<file path="src/rtl/stack_agen_pkg.sv">
package stack_agen_pkg;

    localparam int SP_W      = 64;
    localparam int BULK_N    = 8;
    localparam int REG_W     = $clog2(BULK_N);
    localparam int SKIP_SLOT = 3;
    localparam int UNIT_W    = $clog2(BULK_N) + 2;
    localparam int STEP_W    = $clog2(BULK_N + 3);

    typedef enum logic [1:0] {
        OP_PUSH     = 2'd0,
        OP_POP      = 2'd1,
        OP_PUSH_ALL = 2'd2,
        OP_POP_ALL  = 2'd3
    } stk_op_e;

    typedef enum logic [1:0] {
        RK_CHECK = 2'd0,
        RK_LOAD  = 2'd1,
        RK_STORE = 2'd2
    } req_kind_e;

    // One request of an operation: kind, offset in operand-size units,
    // register index, and whether it is the final one.
    typedef struct packed {
        req_kind_e                 kind;
        logic signed [UNIT_W-1:0]  units;
        logic [REG_W-1:0]          reg_idx;
        logic                      last;
    } step_t;

    function automatic logic [SP_W-1:0] width_mask(input logic [1:0] lg);
        logic [SP_W-1:0] m;
        m = '0;
        for (int i = 0; i < SP_W; i++)
            if (i < (8 << lg)) m[i] = 1'b1;
        return m;
    endfunction

    function automatic logic [SP_W-1:0] scale_units(
        input logic signed [UNIT_W-1:0] units,
        input logic [1:0]               osz_lg);
        logic [SP_W-1:0] d;
        d = {{(SP_W-UNIT_W){units[UNIT_W-1]}}, units};
        return d << osz_lg;
    endfunction

    function automatic logic [SP_W-1:0] wrap_add(
        input logic [SP_W-1:0] base,
        input logic [SP_W-1:0] delta,
        input logic [1:0]      stk_lg);
        logic [SP_W-1:0] m;
        m = width_mask(stk_lg);
        return (base & ~m) | ((base + delta) & m);
    endfunction

endpackage

</file>
<file path="src/rtl/stack_agen_step.sv">
module stack_agen_step
    import stack_agen_pkg::*;
(
    input  stk_op_e           op,
    input  logic [STEP_W-1:0] idx,
    output step_t             step
);
    logic [STEP_W-1:0] slot;

    always_comb begin
        step = '{kind: RK_LOAD, units: '0, reg_idx: '0, last: 1'b1};
        slot = (idx < STEP_W'(SKIP_SLOT)) ? idx : idx + 1'b1;
        unique case (op)
            OP_PUSH: begin
                step.kind  = RK_STORE;
                step.units = -UNIT_W'(1);
            end
            OP_POP: begin
                step.kind  = RK_LOAD;
                step.units = '0;
            end
            OP_PUSH_ALL: begin
                step.last = (idx == STEP_W'(BULK_N + 1));
                if (idx == '0) begin
                    step.kind  = RK_CHECK;
                    step.units = -UNIT_W'(1);
                end else if (idx == STEP_W'(1)) begin
                    step.kind  = RK_CHECK;
                    step.units = -UNIT_W'(BULK_N);
                end else begin
                    step.kind    = RK_STORE;
                    step.units   = -UNIT_W'(idx - STEP_W'(1));
                    step.reg_idx = REG_W'(idx - STEP_W'(2));
                end
            end
            default: begin
                step.kind    = RK_LOAD;
                step.units   = UNIT_W'(slot);
                step.reg_idx = REG_W'(STEP_W'(BULK_N - 1) - slot);
                step.last    = (idx == STEP_W'(BULK_N - 2));
            end
        endcase
    end
endmodule

</file>
<file path="src/rtl/stack_agen_addr.sv">
module stack_agen_addr
    import stack_agen_pkg::*;
(
    input  logic [SP_W-1:0]          sp,
    input  logic signed [UNIT_W-1:0] units,
    input  logic [1:0]               osz_lg,
    input  logic [1:0]               stk_lg,
    output logic [SP_W-1:0]          result
);
    always_comb result = wrap_add(sp, scale_units(units, osz_lg), stk_lg);
endmodule

</file>
<file path="src/rtl/stack_agen.sv">
module stack_agen
    import stack_agen_pkg::*;
(
    input  logic                 clk,
    input  logic                 rst,
    input  logic                 start,
    input  logic [1:0]           op,
    input  logic [SP_W-1:0]      sp_in,
    input  logic [1:0]           opsz_log,
    input  logic [1:0]           stksz_log,
    output logic                 busy,
    output logic                 req_valid,
    input  logic                 req_ready,
    output logic [1:0]           req_kind,
    output logic [SP_W-1:0]      req_addr,
    output logic [1:0]           req_dsize_log,
    output logic [1:0]           req_asize_log,
    output logic [REG_W-1:0]     req_reg,
    output logic                 sp_valid,
    output logic [SP_W-1:0]      sp_out
);
    logic                  busy_q;
    stk_op_e               op_q;
    logic [SP_W-1:0]       sp_q;
    logic [1:0]            osz_q;
    logic [1:0]            stk_q;
    logic [STEP_W-1:0]     step_q;
    logic                  spv_q;
    logic [SP_W-1:0]       spo_q;

    step_t                 cur;
    logic signed [UNIT_W-1:0] fin_units;
    logic [SP_W-1:0]       fin_sp;
    logic [SP_W-1:0]       cur_addr;

    stack_agen_step u_step (
        .op   (op_q),
        .idx  (step_q),
        .step (cur)
    );

    stack_agen_addr u_req_addr (
        .sp     (sp_q),
        .units  (cur.units),
        .osz_lg (osz_q),
        .stk_lg (stk_q),
        .result (cur_addr)
    );

    always_comb begin
        unique case (op_q)
            OP_PUSH:     fin_units = -UNIT_W'(1);
            OP_POP:      fin_units = UNIT_W'(1);
            OP_PUSH_ALL: fin_units = -UNIT_W'(BULK_N);
            default:     fin_units = UNIT_W'(BULK_N);
        endcase
    end

    stack_agen_addr u_fin_addr (
        .sp     (sp_q),
        .units  (fin_units),
        .osz_lg (osz_q),
        .stk_lg (stk_q),
        .result (fin_sp)
    );

    always_ff @(posedge clk) begin
        if (rst) begin
            busy_q <= 1'b0;
            op_q   <= OP_PUSH;
            sp_q   <= '0;
            osz_q  <= '0;
            stk_q  <= '0;
            step_q <= '0;
            spv_q  <= 1'b0;
            spo_q  <= '0;
        end else begin
            spv_q <= 1'b0;
            if (!busy_q) begin
                if (start) begin
                    busy_q <= 1'b1;
                    op_q   <= stk_op_e'(op);
                    sp_q   <= sp_in;
                    osz_q  <= opsz_log;
                    stk_q  <= stksz_log;
                    step_q <= '0;
                end
            end else if (req_ready) begin
                if (cur.last) begin
                    busy_q <= 1'b0;
                    spv_q  <= 1'b1;
                    spo_q  <= fin_sp;
                end else begin
                    step_q <= step_q + 1'b1;
                end
            end
        end
    end

    assign busy          = busy_q;
    assign req_valid     = busy_q;
    assign req_kind      = cur.kind;
    assign req_addr      = cur_addr;
    assign req_dsize_log = osz_q;
    assign req_asize_log = stk_q;
    assign req_reg       = cur.reg_idx;
    assign sp_valid      = spv_q;
    assign sp_out        = spo_q;
endmodule

</file>
<file path="config.mk">
export PLATFORM = sky130hd
export DESIGN_NAME = stack_agen
export DESIGN_NICKNAME = d
export VERILOG_FILES = /design/src/rtl/stack_agen_pkg.sv /design/src/rtl/stack_agen_step.sv /design/src/rtl/stack_agen_addr.sv /design/src/rtl/stack_agen.sv
export SDC_FILE = /design/constraint.sdc
export NUM_CORES = 1
export LEC_CHECK = 0
export BUFFER_PORTS_ARGS = -buffer_cell sky130_fd_sc_hd__clkbuf_2
export CORE_MARGIN = 2
export CORE_UTILIZATION = 50
export DETAILED_ROUTE_END_ITERATION = 12
export PLACE_DENSITY_LB_ADDON = 0.1
export SLEW_MARGIN = 40
export SYNTH_ARGS = -nofsm -noshare
export SYNTH_HDL_FRONTEND = slang
export SYNTH_SLANG_ARGS = --single-unit
</file>
<file path="constraint.sdc">
create_clock -name clk -period 10.15 [get_ports clk]
set_input_delay 1.015 -clock clk [delete_from_list [all_inputs] [get_ports clk]]
set_output_delay 1.015 -clock clk [all_outputs]
set_load 0.03 [all_outputs]
</file>
==> results of run 1 <==
==> stage by stage <==
step	utilization	setup slack [ns]
after detailed placement	0.5483	3.440
after CTS	0.5695	2.917
final	0.5695	2.823
after floorplan	-	1.999
after global routing	0.5695	2.369
after global placement	0.5469	3.489
==> power breakdown <==
part | switching, mW | leakage, nW | total [mW] | internal [mW]
registers | 0.0416 | 1.15 | 0.625 | 0.583
logic | 0.812 | 5.77 | 1.26 | 0.443
clock network | 0.267 | 0.285 | 0.646 | 0.379
==> sequential cells by signal, indices dropped and copies added (netlist names) <==
name,cells
sp_out,64
sp_q,64
step_q,4
op_q,2
req_asize_log,2
req_dsize_log,2
busy,1
sp_valid,1
==> worst min-delay path, delay by kind of cell, from the launching register on <==
| family | cells | cell delay [ns] |
|---|---|---|
| flip-flops | 1 | 0.31 |
| AO/OA/AOI/OAI | 1 | 0.05 |
| AND/OR/NAND/NOR | 1 | 0.05 |
==> per-layer routing <==
metal,vias to the layer above,wire length [um],track usage
met2,519,21330,0.5095
met5,-,0,0
li1,7506,-,-
met1,7177,22870,0.4581
met3,64,3091,0.05683
met4,0,893,0.08290
==> layout make-up <==
type                            count  area [um^2]  area share
Timing Repair Buffer              227         1192     0.07557
Clock inverter                     10        116.4    0.007375
Multi-Input combinational cell   1696        10590      0.6710
Inverter                           36        135.1    0.008565
Sequential cell                   140         2804      0.1777
Tap cell                          378        473.0     0.02998
Clock buffer                       21        470.5     0.02982
==> cell families after synthesis <==
family                     Yosys count  share of synthesized area
AOI/OAI and AO/OA                  674                     0.3087
xor gates and xnor gates           105                    0.06567
adders and majority gates          133                     0.1199
buffers and inverters              168                    0.04753
DFF                                140                     0.2001
muxes                               26                    0.01948
and+or+nand+nor                    758                     0.2386
==> worst min-delay path by stage <==
| stage | slack (ns) | cells past startpoint | end | start |
|---|---|---|---|---|
| finish | 0.45 | 2 | sp_out[7]$_SDFFE_PP0P_ | sp_out[7]$_SDFFE_PP0P_ |
| global route | 0.48 | 2 | sp_out[7]$_SDFFE_PP0P_ | sp_out[7]$_SDFFE_PP0P_ |
| CTS | 0.45 | 2 | sp_out[7]$_SDFFE_PP0P_ | sp_out[7]$_SDFFE_PP0P_ |
| detailed placement | 0.44 | 2 | sp_out[7]$_SDFFE_PP0P_ | sp_out[7]$_SDFFE_PP0P_ |
| global placement | 0.44 | 2 | sp_out[7]$_SDFFE_PP0P_ | sp_out[7]$_SDFFE_PP0P_ |
| floorplan | 0.46 | 2 | sp_q[7]$_SDFFE_PP0P_ | sp_q[7]$_SDFFE_PP0P_ |
==> synth_stat cells (6+ instances only) <==
cell type	count
nor3_1	39
ha_1	131
o21a_1	13
a21oi_1	244
o22ai_1	6
buf_1	6
a31oi_1	21
o31ai_1	12
inv_1	34
nor2_1	188
xor2_1	42
o21ai_1	14
nand2b_1	24
nand3_1	47
dfxtp_1	140
mux2i_1	19
or3_1	10
a311oi_1	24
nor2b_1	10
and2_1	7
nor4_1	11
o21ai_0	115
nand2_1	348
a2111oi_0	8
buf_4	6
o21bai_1	31
o211ai_1	13
buf_2	10
a21o_1	77
a211oi_1	24
xnor2_1	63
nand4_1	41
clkbuf_1	110
mux2_2	6
a21boi_0	7
and3_1	15
==> impl_results.md, run 1 <==
* Status: finished clean
* DRC errors left at 0
* CP max FO at 62
* PwrDens at 160.1 nW/um^2
* # diodes at 0
* Clock transition at the registers of the reported paths at 0.07 ns
* DRT iter0 DRCs at 1524
* PostCTS Resize Cnt at 0
* Reg2reg start: op_q[0]$_SDFFE_PP0P_
* Core area at 27710 um^2
* EDFF count, synth at 0
* Design area at 15780 um^2
* Seq/Total Area, Yosys at 0.2001
* Critical path origin: op_q[0]$_SDFFE_PP0P_
* Hold_buf cts at 0
* Worst-Skew Late Latency at 0.46 ns
* Post-Synthesis Net Count at 2211
* Routed Antenna Nets at 0
* Post-CTS setup buffer count at 0
* FFs w/ async S/R, synth at 0
* Pins Over Slew Limit at 0
* Top FF cell, synth: dfxtp_1
* Routed vias at 15270
* Unrepaired setup endpoints after global routing: false
* CP max-delay cell: buf_4
* Port Buffer Count at 213
* Top cells by area, synth: dfxtp_1, ha_1, nand2_1
* Nets at 2325
* Crit path capture: req_addr[60]
* Die area at 29360 um^2
* Wire length per cell at 19.21 um
* Most frequent cells in the layout: nand2_1, a21oi_1, clkbuf_2
* Reg2Reg Depth at 13
* # rows at 61
* CTS tree: built
* Largest net degree at the start of global routing at 92
* Critical path required time at 9.14 ns
* I/O pin count at 214
* Setup violators final at 0
* Max-Cap Viols at 0
* Final Non-Filler Cells at 2508
* Seq cells post-synth at 140
* Initial antenna violation count at 0
* Pre-antenna DRT Iters at 8
* Placed Cells at 2477
* HPWL Detailed at 36700 um
* Syn Area/Cell at 6.988 um^2
* Worst Path Buf+Inv at 3
* Root Buffer: clkbuf_16
* Final total power at 2.526 mW
* WP depth at 20
* Share of cells above drive strength 1 at 0.1362
* Area grow syn2layout at 12.67%
* CP top delay family: compound AO/OA/AOI/OAI gates
* Crit Path Class: reg2out
* CTS sink cnt at 140
* Worst setup EP type: primary output
* Final Skew at 0.01038 ns
* Startpoint types: flop
* Maximum vdd drop at 125.7 uV
* Tot GR Track Use at 0.3244
* Synth warn at 0
* Final wirelength at 48190 um
* Distinct cells, synth at 81
* Commonest non-fill, non-tap cell in the layout: nand2_1
* CTS Buffer Depth at 2
* Worst R2R Setup Slack at 4.83 ns
* Die Y at 171.4 um
* Crit-path most repeated cell: a21oi_1
* Worst rel slew slack at 0.4199
* Synth Cell Area at 14000 um^2
* Via-per-instance ratio at 6.087
* Initial Utilization at 0.5054
* Final hold vios at 0
* LEAKAGE at 7.202 nW
* Min Hold Slack at 0.4535 ns
* Total Neg Setup Slack at 0 ns
* Reg2Reg Capture Point: sp_out[59]$_SDFFE_PP0P_
* Crit-path cells: inv_2 -> buf_4 -> nand3_1 -> a21oi_1 -> a21o_1 -> nor2_1 -> a21oi_1 -> nor2_1 -> fa_1 -> a211oi_1 -> o21ai_0 -> a21oi_1 -> a21oi_1 -> o22ai_1 -> o21ai_1 -> a41oi_1 -> o31ai_1 -> xnor2_1 -> o21ai_1 -> clkbuf_2
* First-pass GRT wire length at 75070 um
* Die X-Extent at 171.4 um
* Final GP Congestion at 0.9953
* Syn Inst Count at 2004
* Hold WC Path Type: reg2reg
* Max stage delay on crit path at 0.65 ns
* Post-synth top area cell: dfxtp_1
* CTS H-tree depth at 4
* Grt ovf at 0
* Vias in the first global route at 13850
* Num CTS Buffers at 17
* Post-DP Area at 15190 um^2
* Worst EP arrival at 6.31 ns
* Fillers at 2764
* Fin crit period at 7.327 ns
* Worst slew pin tran at 0.8661 ns
* Final worst-path cycle share at 0.7219
* Area share of the largest cell type after synthesis at 0.2001
* Max Fclk at 136.5 MHz
(Power assumes the default switching activity.)
==> run 2, diff against run 1 <==
ABC_AREA = 1   (was not set)
clock period = 6.1 ns   (was 10.15 ns; I/O delays follow)
==> impl_results.md, run 2 <==
* Pins Over Slew Limit at 0 (unchanged)
* Maximum vdd drop at 224.3 uV (was 125.7 uV)
* Final wirelength at 70280 um (was 48190 um)
* Final Skew at 0.01056 ns (was 0.01038 ns)
* Crit Path Class: reg2out (unchanged)
* Pre-antenna DRT Iters at 5 (was 8)
* WP depth at 23 (was 20)
* Distinct cells, synth at 39 (was 81)
* Die Y at 189.0 um (was 171.4 um)
* Total Neg Setup Slack at 0 ns (unchanged)
* Largest net degree at the start of global routing at 79 (was 92)
* Worst rel slew slack at 0.4238 (was 0.4199)
* Synth Cell Area at 17120 um^2 (was 14000 um^2)
* Worst EP arrival at 5.12 ns (was 6.31 ns)
* Share of cells above drive strength 1 at 0.1093 (was 0.1362)
* Syn Inst Count at 3198 (was 2004)
* CTS tree: built (unchanged)
* Tot GR Track Use at 0.3855 (was 0.3244)
* Top FF cell, synth: dfxtp_1 (unchanged)
* CP max FO at 26 (was 62)
* Routed vias at 21140 (was 15270)
* Die X-Extent at 189.0 um (was 171.4 um)
* Worst slew pin tran at 0.8643 ns (was 0.8661 ns)
* EDFF count, synth at 0 (unchanged)
* Crit-path cells: inv_1 -> ha_1 -> ha_1 -> nand2_1 -> inv_1 -> nor2_1 -> nand4_1 -> nand2_1 -> clkinvlp_4 -> buf_4 -> buf_4 -> ha_1 -> nand2_1 -> nor2_1 -> inv_1 -> nor2_2 -> inv_1 -> nor3_1 -> nand3_1 -> nand4_1 -> nand3_1 -> nand2_1 -> clkbuf_2 (was inv_2 -> buf_4 -> nand3_1 -> a21oi_1 -> a21o_1 -> nor2_1 -> a21oi_1 -> nor2_1 -> fa_1 -> a211oi_1 -> o21ai_0 -> a21oi_1 -> a21oi_1 -> o22ai_1 -> o21ai_1 -> a41oi_1 -> o31ai_1 -> xnor2_1 -> o21ai_1 -> clkbuf_2)
* Seq/Total Area, Yosys at 0.1637 (was 0.2001)
* Most frequent cells in the layout: nand2_1, inv_1, nor2_1 (was nand2_1, a21oi_1, clkbuf_2)
* CP max-delay cell: dfxtp_1 (was buf_4)
* Worst-Skew Late Latency at 0.46 ns (about the same)
* CP top delay family: simple AND/OR/NAND/NOR gates (was compound AO/OA/AOI/OAI gates)
* HPWL Detailed at 57750 um (was 36700 um)
* Hold Path End: sp_q[54]$_SDFFE_PP0P_ (was sp_out[7]$_SDFFE_PP0P_)
* Post-CTS setup buffer count at 0 (unchanged)
* Die area at 35730 um^2 (was 29360 um^2)
* Reg2Reg Capture Point: sp_out[63]$_SDFFE_PP0P_ (was sp_out[59]$_SDFFE_PP0P_)
* Initial Utilization at 0.5092 (was 0.5054)
* Wire length per cell at 18.33 um (was 19.21 um)
* Placed Cells at 3801 (was 2477)
* Num CTS Buffers at 17 (unchanged)
* Fillers at 3574 (was 2764)
* Final GP Congestion at 1.027 (was 0.9953)
* Area share of the largest cell type after synthesis at 0.2313 (was 0.2001)
* Setup violators final at 0 (unchanged)
* Initial antenna violation count at 0 (unchanged)
* Fin crit period at 5.733 ns
* Core area at 33620 um^2 (was 27710 um^2)
* Area grow syn2layout at 11.61% (was 12.67%)
* Top cells by area, synth: nand2_1, dfxtp_1, inv_1 (was dfxtp_1, ha_1, nand2_1)
* PwrDens at 269.0 nW/um^2 (was 160.1 nW/um^2)
* Max-Cap Viols at 0 (unchanged)
* Hold Crit Start: sp_in[54] (was sp_out[7]$_SDFFE_PP0P_)
* Syn Area/Cell at 5.353 um^2 (was 6.988 um^2)
* Unrepaired setup endpoints after global routing: false (unchanged)
* Post-Synthesis Net Count at 3405 (was 2211)
* Status: finished clean (unchanged)
* Hold_buf cts at 0 (unchanged)
* Final worst-path cycle share at 0.9398
* Startpoint types: flop (unchanged)
* Max Fclk at 174.4 MHz
* Vias in the first global route at 19550 (was 13850)
* Most common cell in the synthesized netlist: nand2_1 (unchanged)
* Via-per-instance ratio at 5.514 (was 6.087)
* Reg2Reg Depth at 19 (was 13)
* Nets at 3579 (was 2325)
* LEAKAGE at 10.83 nW (was 7.202 nW)
* CTS sink cnt at 140 (unchanged)
* Root Buffer: clkbuf_16 (unchanged)
* Commonest non-fill, non-tap cell in the layout: nand2_1 (unchanged)
* DRT iter0 DRCs at 1982 (was 1524)
* Post-synth top area cell: nand2_1 (was dfxtp_1)
* Hold WC Path Type: in2reg (was reg2reg)
* FFs w/ async S/R, synth at 0 (unchanged)
* Critical path required time at 5.49 ns (was 9.14 ns)
* Reg2reg start: op_q[0]$_SDFFE_PP0P_ (unchanged)
* Synth warn at 0 (unchanged)
* CTS Buffer Depth at 2 (unchanged)
* DRC errors left at 0 (unchanged)
* Final Non-Filler Cells at 3834 (was 2508)
* Grt ovf at 0 (unchanged)
* First-pass GRT wire length at 106300 um (was 75070 um)
* PostCTS Resize Cnt at 0 (unchanged)
* Port Buffer Count at 213 (unchanged)
* I/O pin count at 214 (unchanged)
* Routed Antenna Nets at 0 (unchanged)
* Worst R2R Setup Slack at 2.49 ns (was 4.83 ns)
* Worst Path Buf+Inv at 8 (was 3)
* Hold path cells at 3 (was 2)
* CTS H-tree depth at 4 (unchanged)
* Clock transition at the registers of the reported paths at 0.07 ns (about the same)
* Final hold vios at 0 (unchanged)
* Worst setup EP type: primary output (unchanged)
* Seq cells post-synth at 140 (unchanged)
* Synth top cells by count: nand2_1, inv_1, nor2_1 (was nand2_1, a21oi_1, nor2_1)
* # rows at 67 (was 61)
* Max stage delay on crit path at 0.44 ns (was 0.65 ns)
-- run 2: worst reg2reg max path, stage by stage, from the launching register on --
cell and delay (ns):
dfxtp_1 0.42, inv_2 0.12, buf_4 0.61, nor2_1 0.19
nor2_1 0.36, ha_1 0.40, nand2_1 0.15, nand3_2 0.13
nand2_1 0.09, nand2_2 0.08, nand2_1 0.08, nand2_1 0.08
nand2_1 0.09, nand2_2 0.11, nand2_1 0.17, nand2_1 0.07
nand2_1 0.07, nand3_1 0.12, nand2_1 0.12, nand2_1 0.05
-- run 2: per-layer routing --
layer	share of wire	up-vias	global-route usage	wire, um
met4	0.045	0	0.1707	3152
met2	0.44	999	0.6140	30910
met1	0.42	9514	0.5131	29380
li1	-	10460	-	-
met3	0.097	169	0.06172	6833
met5	0	-	0	0
-- run 2: worst max path at each step --
stage / endpoint / from
after floorplan: req_addr[24] / op_q[0]$_SDFFE_PP0P_
after global placement: req_addr[50] / step_q[1]$_SDFFE_PP0P_
after detailed placement: req_addr[50] / step_q[1]$_SDFFE_PP0P_
after CTS: req_addr[50] / step_q[1]$_SDFFE_PP0P_
after global routing: req_addr[50] / step_q[1]$_SDFFE_PP0P_
final: req_addr[50] / step_q[1]$_SDFFE_PP0P_
-- run 2: where the power goes --
part,internal (mW),switching [mW]
clock,0.588,0.512
sequential,0.982,0.116
combinational,0.845,2.10
total,2.42,2.72
-- run 2: cell type report --
class / count / area (um^2) / area share
Timing Repair Buffer: 230 / 1194 / 0.06248
Clock buffer: 18 / 439.2 / 0.02299
Sequential cell: 140 / 2804 / 0.1468
Tap cell: 448 / 560.5 / 0.02934
Clock inverter: 14 / 148.9 / 0.007793
Inverter: 523 / 1971 / 0.1031
Multi-Input combinational cell: 2460 / 11990 / 0.6274
Antenna cell: 1 / 2.502 / 0.0001310
-- run 2: cells by family after synthesis --
group / count (synthesis) / share of synthesized area
compound gates: 527 / 0.1587
xor+xnor: 23 / 0.01177
fa+ha+maj: 133 / 0.09809
buf+inv: 598 / 0.1368
flops: 140 / 0.1637
simple gates: 1777 / 0.4310
-- run 2: per-stage QoR --
stage | worst slack, ns | utilization | total power, mW | hold WS [ns] | cell area [um^2]
floorplan | 0.8584 | - | 3.112 | 0.4700 | 17120
global placement | 0.9544 | 0.5506 | 3.934 | 0.4591 | 18510
detailed placement | 0.8647 | 0.5507 | 3.964 | 0.4768 | 18510
CTS | 0.3875 | 0.5682 | 5.064 | 0.3674 | 19100
global route | 0.08611 | 0.5683 | 5.469 | 0.3811 | 19100
finish | 0.3673 | 0.5684 | 5.139 | 0.3759 | 19110
